===== config.mk =====
export PLATFORM = sky130hd
export DESIGN_NAME = uart_dual_baud
export DESIGN_NICKNAME = d
export VERILOG_FILES = /design/src/rtl/uart_pkg.sv /design/src/rtl/uart_baud_gen.sv /design/src/rtl/uart_tx_frm.sv /design/src/rtl/uart_rx_frm.sv /design/src/rtl/uart_dual_baud.sv
export SDC_FILE = /design/constraint.sdc
export NUM_CORES = 1
export LEC_CHECK = 0
export BUFFER_PORTS_ARGS = -buffer_cell sky130_fd_sc_hd__buf_2
export CAP_MARGIN = 0
export CORE_MARGIN = 2
export CORE_UTILIZATION = 50
export CTS_BUF_LIST = sky130_fd_sc_hd__clkbuf_8 sky130_fd_sc_hd__clkbuf_16
export DETAILED_ROUTE_END_ITERATION = 10
export PLACE_DENSITY_LB_ADDON = 0.15
export SYNTH_ARGS = -nofsm -noshare
export SYNTH_HDL_FRONTEND = slang
export SYNTH_SLANG_ARGS = --single-unit

===== constraint.sdc =====
create_clock -name clk -period 3.9 [get_ports clk]
set_input_delay 0.39 -clock clk [delete_from_list [all_inputs] [get_ports clk]]
set_output_delay 0.39 -clock clk [all_outputs]
set_load 0.01 [all_outputs]

===== src/rtl/uart_pkg.sv =====
package uart_pkg;
   typedef enum logic [2:0] {
      S_IDLE  = 3'd0,
      S_START = 3'd1,
      S_DATA  = 3'd2,
      S_PAR   = 3'd3,
      S_STOP1 = 3'd4,
      S_STOP2 = 3'd5
   } frm_st_t;

   function automatic logic maj3(input logic [2:0] v);
      return (v[0] & v[1]) | (v[0] & v[2]) | (v[1] & v[2]);
   endfunction
endpackage


===== src/rtl/uart_baud_gen.sv =====
module uart_baud_gen #(
   parameter int TMRW    = 8,
   parameter int RELW    = 10,
   parameter int OVS     = 16,
   parameter int DIV_TMR = 384,
   parameter int DIV_INT = 64
) (
   input  logic            clk,
   input  logic            rst_n,
   input  logic            src_int,
   input  logic            dbl,
   input  logic [TMRW-1:0] tmr_reload,
   input  logic [RELW-1:0] rel_val,
   output logic            tick
);
   localparam int PRE_T = DIV_TMR / OVS;
   localparam int PRE_I = DIV_INT / OVS;
   localparam int PW    = $clog2(PRE_T + 1);
   localparam logic [PW-1:0] PD_T  = PW'(PRE_T);
   localparam logic [PW-1:0] PD_TD = PW'(PRE_T / 2);
   localparam logic [PW-1:0] PD_I  = PW'(PRE_I);
   localparam logic [PW-1:0] PD_ID = PW'(PRE_I / 2);

   generate
      if (RELW <= TMRW) begin : g_bad_width
         $error("reload counter must be wider than the timer byte");
      end
      if ((PRE_T % 2) != 0 || (PRE_I % 2) != 0 || PRE_I < 2) begin : g_bad_div
         $error("prescale factors must be even multiples of the oversampling rate");
      end
   endgenerate

   logic [RELW-1:0] cnt, load;
   logic [PW-1:0]   pcnt, pdiv;
   logic            ovf;

   // the timer reload is placed at the top of the wide counter so both
   // sources share one incrementer; period = 2^RELW - load
   assign load = src_int ? rel_val : {{(RELW-TMRW){1'b1}}, tmr_reload};
   assign ovf  = &cnt;
   assign pdiv = src_int ? (dbl ? PD_ID : PD_I) : (dbl ? PD_TD : PD_T);
   assign tick = ovf && (pcnt >= pdiv - PW'(1));

   always_ff @(posedge clk) begin
      if (!rst_n) begin
         cnt  <= '1;
         pcnt <= '0;
      end else begin
         cnt <= ovf ? load : cnt + RELW'(1);
         if (ovf) pcnt <= tick ? '0 : pcnt + PW'(1);
      end
   end

   a_r3_tick_gap: assert property (@(posedge clk) disable iff (!rst_n)
      tick |=> !tick);
   a_r4_reload: assert property (@(posedge clk) disable iff (!rst_n)
      ovf |=> (cnt == $past(load)));
endmodule


===== src/rtl/uart_tx_frm.sv =====
module uart_tx_frm
   import uart_pkg::*;
#(
   parameter int DW  = 8,
   parameter int OVS = 16
) (
   input  logic          clk,
   input  logic          rst_n,
   input  logic          tick,
   input  logic          par_en,
   input  logic          par_odd,
   input  logic          two_stop,
   input  logic          wr,
   input  logic [DW-1:0] wdata,
   input  logic          clr_done,
   output logic          txd,
   output logic          busy,
   output logic          done
);
   localparam int SW = $clog2(OVS);
   localparam int BW = $clog2(DW);
   localparam logic [SW-1:0] SUB_LAST = SW'(OVS - 1);
   localparam logic [BW-1:0] BIT_LAST = BW'(DW - 1);

   frm_st_t       st;
   logic          pend, par_q;
   logic [DW-1:0] sh;
   logic [BW-1:0] bitn;
   logic [SW-1:0] sub;

   assign busy = pend || (st != S_IDLE);

   always_comb begin
      case (st)
         S_START: txd = 1'b0;
         S_DATA:  txd = sh[0];
         S_PAR:   txd = par_q;
         default: txd = 1'b1;
      endcase
   end

   always_ff @(posedge clk) begin
      if (!rst_n) begin
         st    <= S_IDLE;
         pend  <= 1'b0;
         par_q <= 1'b0;
         sh    <= '0;
         bitn  <= '0;
         sub   <= '0;
         done  <= 1'b0;
      end else begin
         if (clr_done) done <= 1'b0;
         if (st == S_IDLE) begin
            if (pend && tick) begin
               st   <= S_START;
               pend <= 1'b0;
               sub  <= '0;
            end else if (wr && !pend) begin
               pend  <= 1'b1;
               sh    <= wdata;
               par_q <= (^wdata) ^ par_odd;
            end
         end else if (tick) begin
            sub <= sub + SW'(1);
            if (sub == SUB_LAST) begin
               case (st)
                  S_START: begin
                     st   <= S_DATA;
                     bitn <= '0;
                  end
                  S_DATA: begin
                     sh   <= sh >> 1;
                     bitn <= bitn + BW'(1);
                     if (bitn == BIT_LAST) begin
                        if (par_en) st <= S_PAR;
                        else begin
                           st   <= S_STOP1;
                           done <= 1'b1;
                        end
                     end
                  end
                  S_PAR: begin
                     st   <= S_STOP1;
                     done <= 1'b1;
                  end
                  S_STOP1: st <= two_stop ? S_STOP2 : S_IDLE;
                  default: st <= S_IDLE;
               endcase
            end
         end
      end
   end

   a_r1_mark_when_idle: assert property (@(posedge clk) disable iff (!rst_n)
      !busy |-> txd);
   a_r2_start_needs_write: assert property (@(posedge clk) disable iff (!rst_n)
      $rose(busy) |-> $past(wr));
   a_r7_busy_write_ignored: assert property (@(posedge clk) disable iff (!rst_n)
      (busy && wr) |=> $stable(par_q));
   a_r11_done_at_stop: assert property (@(posedge clk) disable iff (!rst_n)
      $rose(done) |-> (st == S_STOP1));
endmodule


===== src/rtl/uart_rx_frm.sv =====
module uart_rx_frm
   import uart_pkg::*;
#(
   parameter int DW  = 8,
   parameter int OVS = 16
) (
   input  logic          clk,
   input  logic          rst_n,
   input  logic          tick,
   input  logic          rxd,
   input  logic          par_en,
   input  logic          par_odd,
   input  logic          clr_done,
   output logic [DW-1:0] rdata,
   output logic          done,
   output logic          par_err
);
   localparam int SW = $clog2(OVS);
   localparam int BW = $clog2(DW);
   localparam logic [SW-1:0] SUB_LAST = SW'(OVS - 1);
   localparam logic [SW-1:0] SMP_LO   = SW'(OVS/2 - 1);
   localparam logic [SW-1:0] SMP_HI   = SW'(OVS/2 + 1);
   localparam logic [SW-1:0] FIN_AT   = SW'(OVS/2 + 2);
   localparam logic [BW-1:0] BIT_LAST = BW'(DW - 1);

   frm_st_t       st;
   logic [1:0]    sync;
   logic          rx_s, bitv, pbit;
   logic [2:0]    votes;
   logic [DW-1:0] sh;
   logic [BW-1:0] bitn;
   logic [SW-1:0] sub;

   assign rx_s = sync[1];
   assign bitv = maj3(votes);

   always_ff @(posedge clk) begin
      if (!rst_n) begin
         sync    <= 2'b11;
         st      <= S_IDLE;
         votes   <= 3'b111;
         sh      <= '0;
         bitn    <= '0;
         sub     <= '0;
         pbit    <= 1'b0;
         rdata   <= '0;
         done    <= 1'b0;
         par_err <= 1'b0;
      end else begin
         sync <= {sync[0], rxd};
         if (clr_done) done <= 1'b0;
         if (st == S_IDLE) begin
            if (tick && !rx_s) begin
               st  <= S_START;
               sub <= '0;
            end
         end else if (tick) begin
            sub <= sub + SW'(1);
            if (sub >= SMP_LO && sub <= SMP_HI) votes <= {votes[1:0], rx_s};
            if (st == S_STOP1 && sub == FIN_AT) begin
               rdata   <= sh;
               done    <= 1'b1;
               par_err <= par_en && (pbit != ((^sh) ^ par_odd));
               st      <= S_IDLE;
            end else if (sub == SUB_LAST) begin
               case (st)
                  S_START: begin
                     st   <= bitv ? S_IDLE : S_DATA;
                     bitn <= '0;
                  end
                  S_DATA: begin
                     sh   <= {bitv, sh[DW-1:1]};
                     bitn <= bitn + BW'(1);
                     if (bitn == BIT_LAST) st <= par_en ? S_PAR : S_STOP1;
                  end
                  S_PAR: begin
                     pbit <= bitv;
                     st   <= S_STOP1;
                  end
                  default: st <= S_IDLE;
               endcase
            end
         end
      end
   end

   a_r8_done_from_stop: assert property (@(posedge clk) disable iff (!rst_n)
      $rose(done) |-> ($past(st) == S_STOP1));
   a_r9_start_low_at_mid: assert property (@(posedge clk) disable iff (!rst_n)
      (($past(st) == S_START) && (st == S_DATA)) |-> ($countones($past(votes)) < 2));
   a_r10_err_needs_parity: assert property (@(posedge clk) disable iff (!rst_n)
      $rose(par_err) |-> $past(par_en));
endmodule


===== src/rtl/uart_dual_baud.sv =====
module uart_dual_baud #(
   parameter int DW   = 8,
   parameter int TMRW = 8,
   parameter int RELW = 10,
   parameter int OVS  = 16
) (
   input  logic                 clk,
   input  logic                 rst_n,
   input  logic                 cfg_src_int,
   input  logic                 cfg_dbl,
   input  logic                 cfg_par_en,
   input  logic                 cfg_par_odd,
   input  logic                 cfg_two_stop,
   input  logic [TMRW-1:0]      tmr_reload,
   input  logic [DW-1:0]        rel_lo,
   input  logic [RELW-DW-1:0]   rel_hi,
   input  logic                 bus_wr,
   input  logic [DW-1:0]        bus_wdata,
   output logic [DW-1:0]        bus_rdata,
   input  logic [1:0]           flag_clr,
   output logic                 tx_busy,
   output logic                 tx_done,
   output logic                 rx_done,
   output logic                 rx_par_err,
   input  logic                 rxd,
   output logic                 txd
);
   generate
      if (RELW <= DW) begin : g_bad_rel
         $error("reload value must be wider than the low byte");
      end
      if ((OVS & (OVS - 1)) != 0 || OVS < 8) begin : g_bad_ovs
         $error("oversampling rate must be a power of two of at least 8");
      end
   endgenerate

   logic tick;

   uart_baud_gen #(.TMRW(TMRW), .RELW(RELW), .OVS(OVS)) u_baud (
      .clk        (clk),
      .rst_n      (rst_n),
      .src_int    (cfg_src_int),
      .dbl        (cfg_dbl),
      .tmr_reload (tmr_reload),
      .rel_val    ({rel_hi, rel_lo}),
      .tick       (tick)
   );

   uart_tx_frm #(.DW(DW), .OVS(OVS)) u_tx (
      .clk      (clk),
      .rst_n    (rst_n),
      .tick     (tick),
      .par_en   (cfg_par_en),
      .par_odd  (cfg_par_odd),
      .two_stop (cfg_two_stop),
      .wr       (bus_wr),
      .wdata    (bus_wdata),
      .clr_done (flag_clr[1]),
      .txd      (txd),
      .busy     (tx_busy),
      .done     (tx_done)
   );

   uart_rx_frm #(.DW(DW), .OVS(OVS)) u_rx (
      .clk      (clk),
      .rst_n    (rst_n),
      .tick     (tick),
      .rxd      (rxd),
      .par_en   (cfg_par_en),
      .par_odd  (cfg_par_odd),
      .clr_done (flag_clr[0]),
      .rdata    (bus_rdata),
      .done     (rx_done),
      .par_err  (rx_par_err)
   );
endmodule


# Word-level counts from Yosys, hierarchy flattened
# Index checks and enable logic that the tools add are counted.
# Widths: inputs -> output; s select.
# totals
regBits,70
input_bits,37
elab_cells,147
# op_classes
add_sub_neg,7
order_cmp,3
n_eq_ne,20
n_mux,50
n_bitwise,11
n_reduce_logical,37
# ops
operator,count
$mux 8,6
$mux 3,14
$mux 4,6
$mux 10,2
$reduce_and 5->1,4
$reduce_xor 8->1,2
$mux 5,3
$reduce_bool 2->1,7
$eq 3x2->1 const B,4
$eq 3x3->1 const B,4
$eq 4x4->1 const B,3
$mux 1,12
$pmux 3 s2,2
$pmux 3 s4,1
$reduce_and 4->1,3
$add 10x1->10 const B,1
$reduce_and 10->1,1
$pmux 3 s3,1
$reduce_and 3->1,3
$add 4x1->4 const B,2
$ne 2x2->1 const B,4
$logic_and 1x1->1,7
$add 3x1->3 const B,2
$eq 3x1->1 const B,2
20 further kinds,32

# Logic depth before layout (Yosys ltp)
# Gate-level depths: netlist of the first run.
# depth
word_depth,9
depth_mapped,10
ltp_nobuf,8

# Modules after synthesis
# From an unflattened synthesis of the first run, not the netlist that was laid out.
# unflattened
hier_cells,425
hier_area_um2,3759.9
# by_module_without_submodules
mod,n_inst,cells_per_inst,area_each_um2,seq_area_each_um2
uart_rx_frm,1,170,1594.0,680.7
uart_tx_frm,1,153,1234.9,420.4
uart_baud_gen,1,102,930.9,300.3

# Worst setup path before layout of the first run
# No wires, ideal clock.
# synth_path
path_kind,input-to-reg
startpoint,input port cfg_src_int
endpoint,register u_rx.st[0]
setup_ns,0.072
t_arrival_ns,2.493
slack_ns,1.335
cell_stages,8
n_path_buf,1
path_cell_list,clkbuf_1 > or2_2 > ha_1 > o211ai_1 > o21ai_0 > o211ai_1 > a31oi_1 > mux2i_1
# synth_between
elab_chain_cells,7
word_cells_on_any_way,8
cone_classes,1 x add/sub; 1 x order compare; 1 x eq/ne; 1 x mux; 4 x reduce/logical
# synth_rtl
item,line_no,rtl
from (decl),uart_dual_baud.sv:9,"input logic cfg_src_int,"
$mux 5 (*),uart_baud_gen.sv:41,assign pdiv = src_int ? (dbl ? PD_ID : PD_I) : (dbl ? PD_TD : PD_T);
$sub 5x1->5 (*),uart_baud_gen.sv:42,assign tick = ovf && (pcnt >= pdiv - PW'(1));
$ge 5x5->1 (*),uart_baud_gen.sv:42,
$logic_and 1x1->1 (*),uart_baud_gen.sv:42,
$logic_and 1x1->1,uart_rx_frm.sv:53,if (tick && !rx_s) begin
$ne 2x2->1 (no line),--,
$reduce_and 4->1 (no line) (*),--,
to (signal assigned),uart_rx_frm.sv:68,st <= bitv ? S_IDLE : S_DATA;
to (signal assigned),uart_rx_frm.sv:74,if (bitn == BIT_LAST) st <= par_en ? S_PAR : S_STOP1;
to (decl),uart_rx_frm.sv:26,frm_st_t st;
# Mark *: on every way between the ends. The rest lies on a longest branch, timed or not.
# A chain may end at the register's enable or synchronous reset.

# Final worst setup path of the first run
# layout_path
startpoint,register u_baud.cnt[0]
endpoint,register u_rx.bitn[1]
# layout_between
elab_chain_cells,3
# layout_rtl
item,line_no,rtl
from (decl),uart_baud_gen.sv:33,"logic [RELW-1:0] cnt, load;"
from (signal assigned),uart_baud_gen.sv:49,cnt <= ovf ? load : cnt + RELW'(1);
$reduce_and 10->1,uart_baud_gen.sv:40,assign ovf = &cnt;
$logic_and 1x1->1,uart_baud_gen.sv:42,
$reduce_and 5->1 (no line),--,
to (signal assigned),uart_rx_frm.sv:73,bitn <= bitn + BW'(1);
to (decl),uart_rx_frm.sv:31,logic [BW-1:0] bitn;
# No other way between the ends.

==> results of run 1 <==
kinds of logic (layout without fill, tap and decap cells):
| group | after synthesis | in the layout | share of synthesized area |
|---|---|---|---|
| AOI/OAI and AO/OA | 73 | 73 | 0.1401 |
| xor gates and xnor gates | 27 | 27 | 0.07296 |
| adders and majority gates | 16 | 16 | 0.05463 |
| buffers and inverters | 36 | 78 | 0.04184 |
| DFF | 70 | 70 | 0.3873 |
| muxes | 35 | 35 | 0.09717 |
| and+or+nand+nor | 153 | 153 | 0.2061 |
cell type report:
| type | count | area share |
|---|---|---|
| clock buffers | 9 | 0.03008 |
| flip-flops and latches | 70 | 0.3403 |
| well taps | 99 | 0.03008 |
| multi-input cells | 304 | 0.5017 |
| inverters | 10 | 0.009116 |
| clock inverters | 7 | 0.02370 |
| repair buffers | 52 | 0.06503 |
power groups by stage:
stage,clock (mW),sequential [mW],combinational (mW)
after floorplan,0,0.818,0.311
after detailed placement,0,0.829,0.370
after global routing,0.699,0.821,0.423
after global placement,0,0.827,0.364
after CTS,0.667,0.813,0.374
final,0.655,0.814,0.369
path summary, 6_finish.rpt:
kind	cells past startpoint	end	start
worst max-delay path	6	u_rx.bitn[1]	u_baud.cnt[0]
worst min-delay path	2	u_rx.sync[0]	rxd
worst max register to register	6	u_rx.bitn[1]	u_baud.cnt[0]
worst min register to register	1	u_rx.sync[1]	u_rx.sync[0]
state kept, by name (all words and copies together) (netlist names), 2 cells and up:
| register | count |
|---|---|
| u_tx.st | 3 |
| u_rx.sync | 2 |
| u_rx.votes | 3 |
| u_rx.rdata | 8 |
| u_rx.st | 3 |
| u_rx.sh | 8 |
| u_tx.bitn | 3 |
| u_tx.sub | 4 |
| u_tx.sh | 8 |
| u_rx.bitn | 3 |
| u_baud.pcnt | 5 |
| u_baud.cnt | 10 |
| u_rx.sub | 4 |
through the flow:
stage | util | setup slack [ps] | std cells | hold slack, ps | power (mW)
detailed placement | 0.5459 | 879.5 | 535 | 398.3 | 1.199
CTS | 0.5770 | 1239 | 551 | 210.8 | 1.853
floorplan | - | 1335 | 410 | 386.3 | 1.129
global placement | 0.5459 | 990.0 | 535 | 408.7 | 1.191
global route | 0.5770 | 965.9 | 551 | 217.4 | 1.943
finish | 0.5770 | 1267 | 551 | 218.7 | 1.838
layer usage:
metal,vias to the layer above,GRT usage,share of wire
li1,1541,-,-
met1,1430,0.2793,0.48
met2,59,0.3284,0.47
met3,8,0.03509,0.040
met4,0,0.08141,0.012
met5,-,0,0
worst max-delay path, delay by kind of cell (launching register included):
family / cells / cell delay, ps
simple gates: 4 / 1570
flops: 1 / 400
compound gates: 1 / 340
fa+ha+maj: 1 / 220
layout by cell type, fill, tap and decap left out, drive strengths merged, types with 2 or more instances in the layout:
| cell type | instances |
|---|---|
| clkbuf | 9 |
| nand2 | 44 |
| and4 | 2 |
| inv | 11 |
| nor4 | 5 |
| xnor2 | 16 |
| and2 | 4 |
| dfxtp | 70 |
| a21oi | 14 |
| nand3b | 3 |
| a31oi | 2 |
| clkinv | 2 |
| clkinvlp | 2 |
| o211a | 7 |
| nand4 | 5 |
| and3 | 7 |
| ha | 15 |
| buf | 52 |
| nand2b | 8 |
| mux2i | 34 |
| xor2 | 9 |
| bufinv | 2 |
| o2bb2ai | 3 |
| o211ai | 8 |
| xnor3 | 2 |
| nor3 | 4 |
| a32oi | 2 |
| or2 | 2 |
| o22ai | 9 |
| o41ai | 2 |
| o21ai | 14 |
| nand3 | 23 |
| or3 | 4 |
| nor2 | 39 |
==> metrics.txt, run 1 <==
DRC 0; Worst Hold Class input port to flip-flop; Setup TNS Final 0 ps; register bit count reported by yosys 70; clk root buf clkbuf_8; drt pass-1 iters 4; top-count cell post-synth dfxtp_1; area occupied by multi-input gates about 0.0021 mm2; die area 0.007933 mm2; row count 31; CP max-delay cell nand4_1; layout cells sized above 1 0.1659; CP cell instances ha_1 > and2_1 > nand3_2 > nor2_2 > nand4_1 > o2bb2ai_1; Clock power frac 0.356; Core Footprint 0.007137 mm2; Flop pwr share 0.443; Remaining Overflow, GRT 0; area leader, netlist dfxtp_1; via count ~3000; CTS resizes 0; area grow syn2layout 13.80%; # H-tree levels 3; synth top area cells dfxtp_1, mux2i_1, ha_1, nand2_1, nor2_1; Post-Syn Instances 410; # port buffers 49; Post-synth top cells dfxtp_1, nand2_1, nor2_1; Die H about 89 um; flop2flop setup slack approximately 1300 ps; Setup crit end kind flip-flop; Net Sw Frac 0.2955; Max stage delay on crit path between 600 and 700 ps; sequential standard cell area 0.001401 mm2; RSZ-0062 raised after global routing false; asr flop ratio synth 0; Max-Cap Viols 0; Primary FF master, synth dfxtp_1; post-layout min period about 2600 ps; Post-synth EDFFs 0; Synth Cell Area 0.003618 mm2; Clock Pin Slew Worst Setup and Hold Paths 80 ps; Switch Pwr 0.5431 mW; number of setup buffers added after CTS 0; Sink Count 70; worst vdd ir between 0.3 and 0.4 mV; mean post-synth cell area 8.826 um2; Placer Congestion 0.8069; TritonCTS buffer count 9; Setup Crit Path Kind flip-flop to flip-flop; fillers roughly 670; syn nets 462; Internal 1.295 mW; fmax 379.8 MHz; CTS max path bufs 2; WL final 7567 um; Starting Density 0.5070; Crit path arrival time slightly below 3000 ps; Startpoint Class flip-flop; top cell type's share of synthesized area 0.3873; GRT Util Overall 0.2060; diodes inserted 0; Synthesis Warnings 0; fin area 0.004118 mm2; largest net degree at the start of global routing 60; Slew headroom 0.5153; # IOs 50; clock latency on the worst-skew pair 360 ps; Antenna Nets Post-Route 0; vias per cell 5.514; sequential area share after synthesis 0.3873; placed inst area 0.003896 mm2; hold-fix buffers at CTS 0; Final Max Tran Viols 0; Wirelength per Cell 13.73 um; final hold violations 0; Final Cycle Share 0.6752; Distinct cells, synth 52; first-pass GRT wire length approximately 13000 um; vias in the first global route 2697; Pwr per Cell Area approximately 450 mW/mm2; Initial DRC Count about 140; Static Leakage 1.863 nW; status complete, no violations; pin slew with the least headroom to its limit roughly 710 ps; CP max FO 20; clk_skew 8.435 ps; chip width about 90 um; Crit path required time 4170 ps; initial antenna violation count 0; post-DP HPWL 5295 um; TritonCTS clock tree done; combinational power share 0.201; Setup-failing EPs final 0; Final Net Count 499
Power figures use the tool's default switching activity.
==> inputs of run 2 (changes only) <==
==> constraint.sdc (replaced) <==
create_clock -name clk -period 2.2 [get_ports clk]
set_input_delay 0.22 -clock clk [delete_from_list [all_inputs] [get_ports clk]]
set_output_delay 0.22 -clock clk [all_outputs]
set_load 0.01 [all_outputs]
==> run 2 against run 1 <==
Effect of this change:
- final area rose by 4.4%
- combinational power rose by 94%
- sequential cell count did not move
- maximum frequency rose by 29%
- sequential share of layout area fell by 1.4 points
- critical path type unchanged
- clock skew rose by 2.6 ps
- routed wire length rose by 1.1%
- die area did not move
- critical path depth rose by 1
==> metrics.txt, run 2 (synthesized netlist as in run 1, its figures left out) <==
status complete, no violations; Switch Pwr 0.9899 mW; # IOs 50; Placer Congestion 0.7779; commonest cells after routing, fill and taps aside dfxtp_1, buf_2, nand2_1; Flop pwr share 0.446; Largest register FFs 10; DRC 0; post-layout min period between 2000 and 2500 ps; Starting Density 0.5070; Crit path required time 2440 ps; vias in the first global route 2842; chip width between 80 and 90 um; area grow syn2layout 18.81%; # port buffers 49; Initial DRC Count ~130; CTS max path bufs 2; Setup Crit Path Kind flip-flop to flip-flop; leading cell type in the layout, fill and taps excluded dfxtp_1; diodes inserted 0; Clock power frac 0.333; placed inst area 0.004089 mm2; flop2flop setup slack 160 ps; Final Cycle Share 0.9280; number of setup buffers added after CTS 0; Worst Hold Class input port to flip-flop; final hold violations 0; combinational power share 0.222; Slew headroom 0.6111; Setup-failing EPs final 0; TritonCTS buffer count 9; die area 0.007933 mm2; Final Max Tran Viols 0; Die H 89.07 um; vias per cell 5.325; TritonCTS clock tree done; largest net degree at the start of global routing 36; fmax 489.8 MHz; row count 31; clock latency on the worst-skew pair 350 ps; CP max FO 7; initial antenna violation count 0; # H-tree levels 3; Max-Cap Viols 0; Antenna Nets Post-Route 0; Crit path arrival time roughly 2300 ps; fin area approximately 0.0043 mm2; GRT Util Overall 0.2037; Core Footprint 0.007137 mm2; Internal approximately 2.2 mW; Most flops, register u_baud.cnt; WL final roughly 7600 um; Pwr per Cell Area 751.6 mW/mm2; Final Net Count 521; drt pass-1 iters 4; clk root buf clkbuf_8; Sink Count 70; clk_skew 11.08 ps; hold-fix buffers at CTS 0; via count 3051; Startpoint Class flip-flop; post-DP HPWL 5580 um; RSZ-0062 raised after global routing false; Remaining Overflow, GRT 0; Wirelength per Cell 13.35 um; total chip power 3.231 mW; Static Leakage 1.971 nW; worst vdd ir 0.4953 mV; Setup crit end kind flip-flop; first-pass GRT wire length 12650 um; layout cells sized above 1 0.2089; pin slew with the least headroom to its limit 568.7 ps; Net Sw Frac 0.3063; Clock Pin Slew Worst Setup and Hold Paths 80 ps
==> run 2: critical path, cell delays in order (launching register included) <==
cell and delay (ps):
dfxtp_1 400, ha_1 270, a211oi_2 280, o21a_1 220, buf_4 140, nor3_2 40, or2_2 360, o211a_1 230
==> run 2: stage by stage <==
step,setup TNS [ps],util,hold WS [ps],std cells,worst slack [ps]
floorplan,0,-,321.5,410,1.849
global placement,0,0.5729,401.5,557,27.04
detailed placement,-12.62,0.5729,403.2,557,-4.770
CTS,0,0.6017,40.26,573,140.1
global route,0,0.6024,77.15,573,54.17
finish,0,0.6024,47.42,573,158.4
==> run 2: area by class of cell <==
class	count	area (um2)
fillers	684	2838
flip-flops and latches	70	1401
clock inverters	7	81.33
multi-input cells	304	2086
clock buffers	9	123.9
repair buffers	74	445.4
inverters	10	37.54
well taps	99	123.9
==> run 2: layer usage <==
metal,vias to the layer above,share of wire,track usage
met2,41,0.46,0.3270
met4,0,0.014,0.07734
met3,8,0.035,0.04063
met5,-,0,0
li1,1586,-,-
met1,1416,0.50,0.2718
==> run 2: what timing repair did <==
item,4_1_cts,5_1_grt
resized for setup,0,1
endpoints found under the setup margin,0,5
hold endpoints to repair,0,0
==> run 2: final timing paths <==
check	to	cells after the start	startpoint
worst min register to register	u_rx.sync[1]	1	u_rx.sync[0]
worst max-delay path	u_tx.sh[1]	7	u_baud.pcnt[1]
worst max register to register	u_tx.sh[1]	7	u_baud.pcnt[1]
worst min-delay path	u_rx.sync[0]	2	rxd
==> run 2: power groups by stage <==
stage	Sequential [mW]	Combinational [mW]	Clock [mW]
3_5_place_dp	1.47	0.713	0
4_1_cts	1.44	0.716	1.09
6_report	1.44	0.716	1.07
3_3_place_gp	1.47	0.703	0
5_1_grt	1.46	0.806	1.15
2_1_floorplan	1.45	0.556	0
==> inputs of run 3 (changes only) <==
--- a/config.mk
+++ b/config.mk
@@ -12,6 +12,7 @@
 export CTS_BUF_LIST = sky130_fd_sc_hd__clkbuf_8 sky130_fd_sc_hd__clkbuf_16
 export DETAILED_ROUTE_END_ITERATION = 10
 export PLACE_DENSITY_LB_ADDON = 0.15
+export RECOVER_POWER = 50
 export SYNTH_ARGS = -nofsm -noshare
 export SYNTH_HDL_FRONTEND = slang
 export SYNTH_SLANG_ARGS = --single-unit
==> run 3 against run 2 <==
Effect of this change:
- utilization decreased by 0.49 points
- the flow now finishes with violations (max-capacitance violations, max-slew violations)
- clock power about the same
- critical path depth unchanged
- setup slack improved by 2.8 ps
==> metrics.txt, run 3 (synthesized netlist as in run 1, its figures left out) <==
Setup Crit Path Kind flip-flop to flip-flop; chip width 89.07 um; CP max FO 7; post-DP HPWL 5580 um; Placer Congestion 0.7779; Hold WS 51.27 ps; M1 GR Usage 0.2718; Setup TNS Final 0 ps; met2 usage 0.3270; TritonCTS buffer count 9; min-delay src rxd; Final Net Count 521; largest net degree at the start of global routing 36; Wirelength per Cell roughly 13 um; WL final 7642 um; drt pass-1 iters 4; final hold violations 0; flop2flop setup slack 160 ps; met3 Resource Use GR 0.04063; Setup crit end kind flip-flop; leading cell type in the layout, fill and taps excluded dfxtp_1; Sink Count 70; status complete, but fails checks; # IOs 50; Util after Layout 0.5975; GRT Util Overall 0.2037; fin area 0.004264 mm2; Remaining Overflow, GRT 0; fmax 490.5 MHz; vias in the first global route 2842; Largest register FFs 10; Slew headroom -0.01600; Final Max Tran Viols 36; CTS max path bufs 2; DRC 0; post-layout min period 2039 ps; clk root buf clkbuf_8; placed inst area approximately 0.0041 mm2; worst reg2reg path endpoint u_tx.sh[1]; clk_skew 10.70 ps; TritonCTS clock tree done; via count 3046; Setup-failing EPs final 0; commonest cells after routing, fill and taps aside dfxtp_1, nand2_1, nor2_1; final worst setup slack about 160 ps; Most flops, register u_baud.cnt; failing checks max-capacitance violations, max-slew violations; pre-CTS WS -4.770 ps; Starting Density 0.5070; # H-tree levels 3; layout cells sized above 1 0.1730; Startpoint Class flip-flop; Pwr per Cell Area 753.5 mW/mm2; busiest layer in global routing met2; Die H 89.07 um; hold-fix buffers at CTS 0; worst vdd ir 0.4955 mV; row count 31; Crit path required time 2440 ps; Initial DRC Count 125; Antenna Nets Post-Route 0; worst reg2reg path startpoint u_baud.pcnt[1]; Worst Hold Class input port to flip-flop; initial antenna violation count 0; clock latency on the worst-skew pair 350 ps; Clock Pin Slew Worst Setup and Hold Paths 80 ps; Crit path arrival time 2280 ps; area grow syn2layout 17.84%; Hold Path End u_rx.sync[0]; die area 0.007933 mm2; first-pass GRT wire length between 10000 and 15000 um; pin slew with the least headroom to its limit about 1500 ps; # port buffers 49; Core Footprint 0.007137 mm2; Worst Hold Depth 2; Max-Cap Viols 1; diodes inserted 0; RSZ-0062 raised after global routing false; Static Leakage roughly 1.9 nW; Final Cycle Share 0.9267; vias per cell 5.316; cells on worst reg2reg path 7
==> run 3: area by class of cell <==
cell class,instances,area (um2)
repair buffers,74,412.9
multi-input cells,304,2083
clock inverters,7,81.33
flip-flops and latches,70,1401
fillers,692,2873
inverters,10,37.54
well taps,99,123.9
clock buffers,9,123.9
==> run 3: repair_timing <==
action	CTS	global route
setup buffers	0	0
resized for setup	0	1
endpoints found under the setup margin	0	5
==> run 3: worst max-delay path by stage <==
stage | to | from | cells past startpoint | slack, ps
final | u_tx.sh[1] | u_baud.pcnt[1] | 7 | 160
after global routing | u_rx.rdata[0] | u_baud.pcnt[1] | 7 | 40
after CTS | u_tx.sh[1] | u_baud.pcnt[1] | 7 | 140
after detailed placement | u_tx.sh[1] | cfg_dbl | 9 | -5
after global placement | u_tx.sh[0] | cfg_src_int | 9 | 30
after floorplan | u_rx.par_err | cfg_src_int | 9 | 2
==> run 3: worst max-delay path, stage by stage, from the launching register on <==
cell	delay (ps)
dfxtp_1	400
ha_1	270
a211oi_2	280
o21a_1	210
buf_4	140
nor3_2	40
or2_2	360
o211a_1	230
==> run 3: power by group <==
part           switching, mW  internal, mW  leakage, nW
clock                  0.532         0.537        0.100
combinational          0.370         0.333         1.24
sequential            0.0808          1.36        0.569
total                  0.982          2.23         1.91
==> run 3: metal layers <==
| metal | part of all wire | vias to the layer above |
|---|---|---|
| met1 | 0.50 | 1411 |
| met4 | 0.0097 | 0 |
| li1 | - | 1584 |
| met5 | 0 | - |
| met3 | 0.033 | 5 |
| met2 | 0.46 | 46 |
==> run 3: stage by stage <==
stage	std cells	power (mW)
finish	573	3.213
global route	573	3.404
CTS	573	3.247
detailed placement	557	2.180
global placement	557	2.169
floorplan	410	2.005
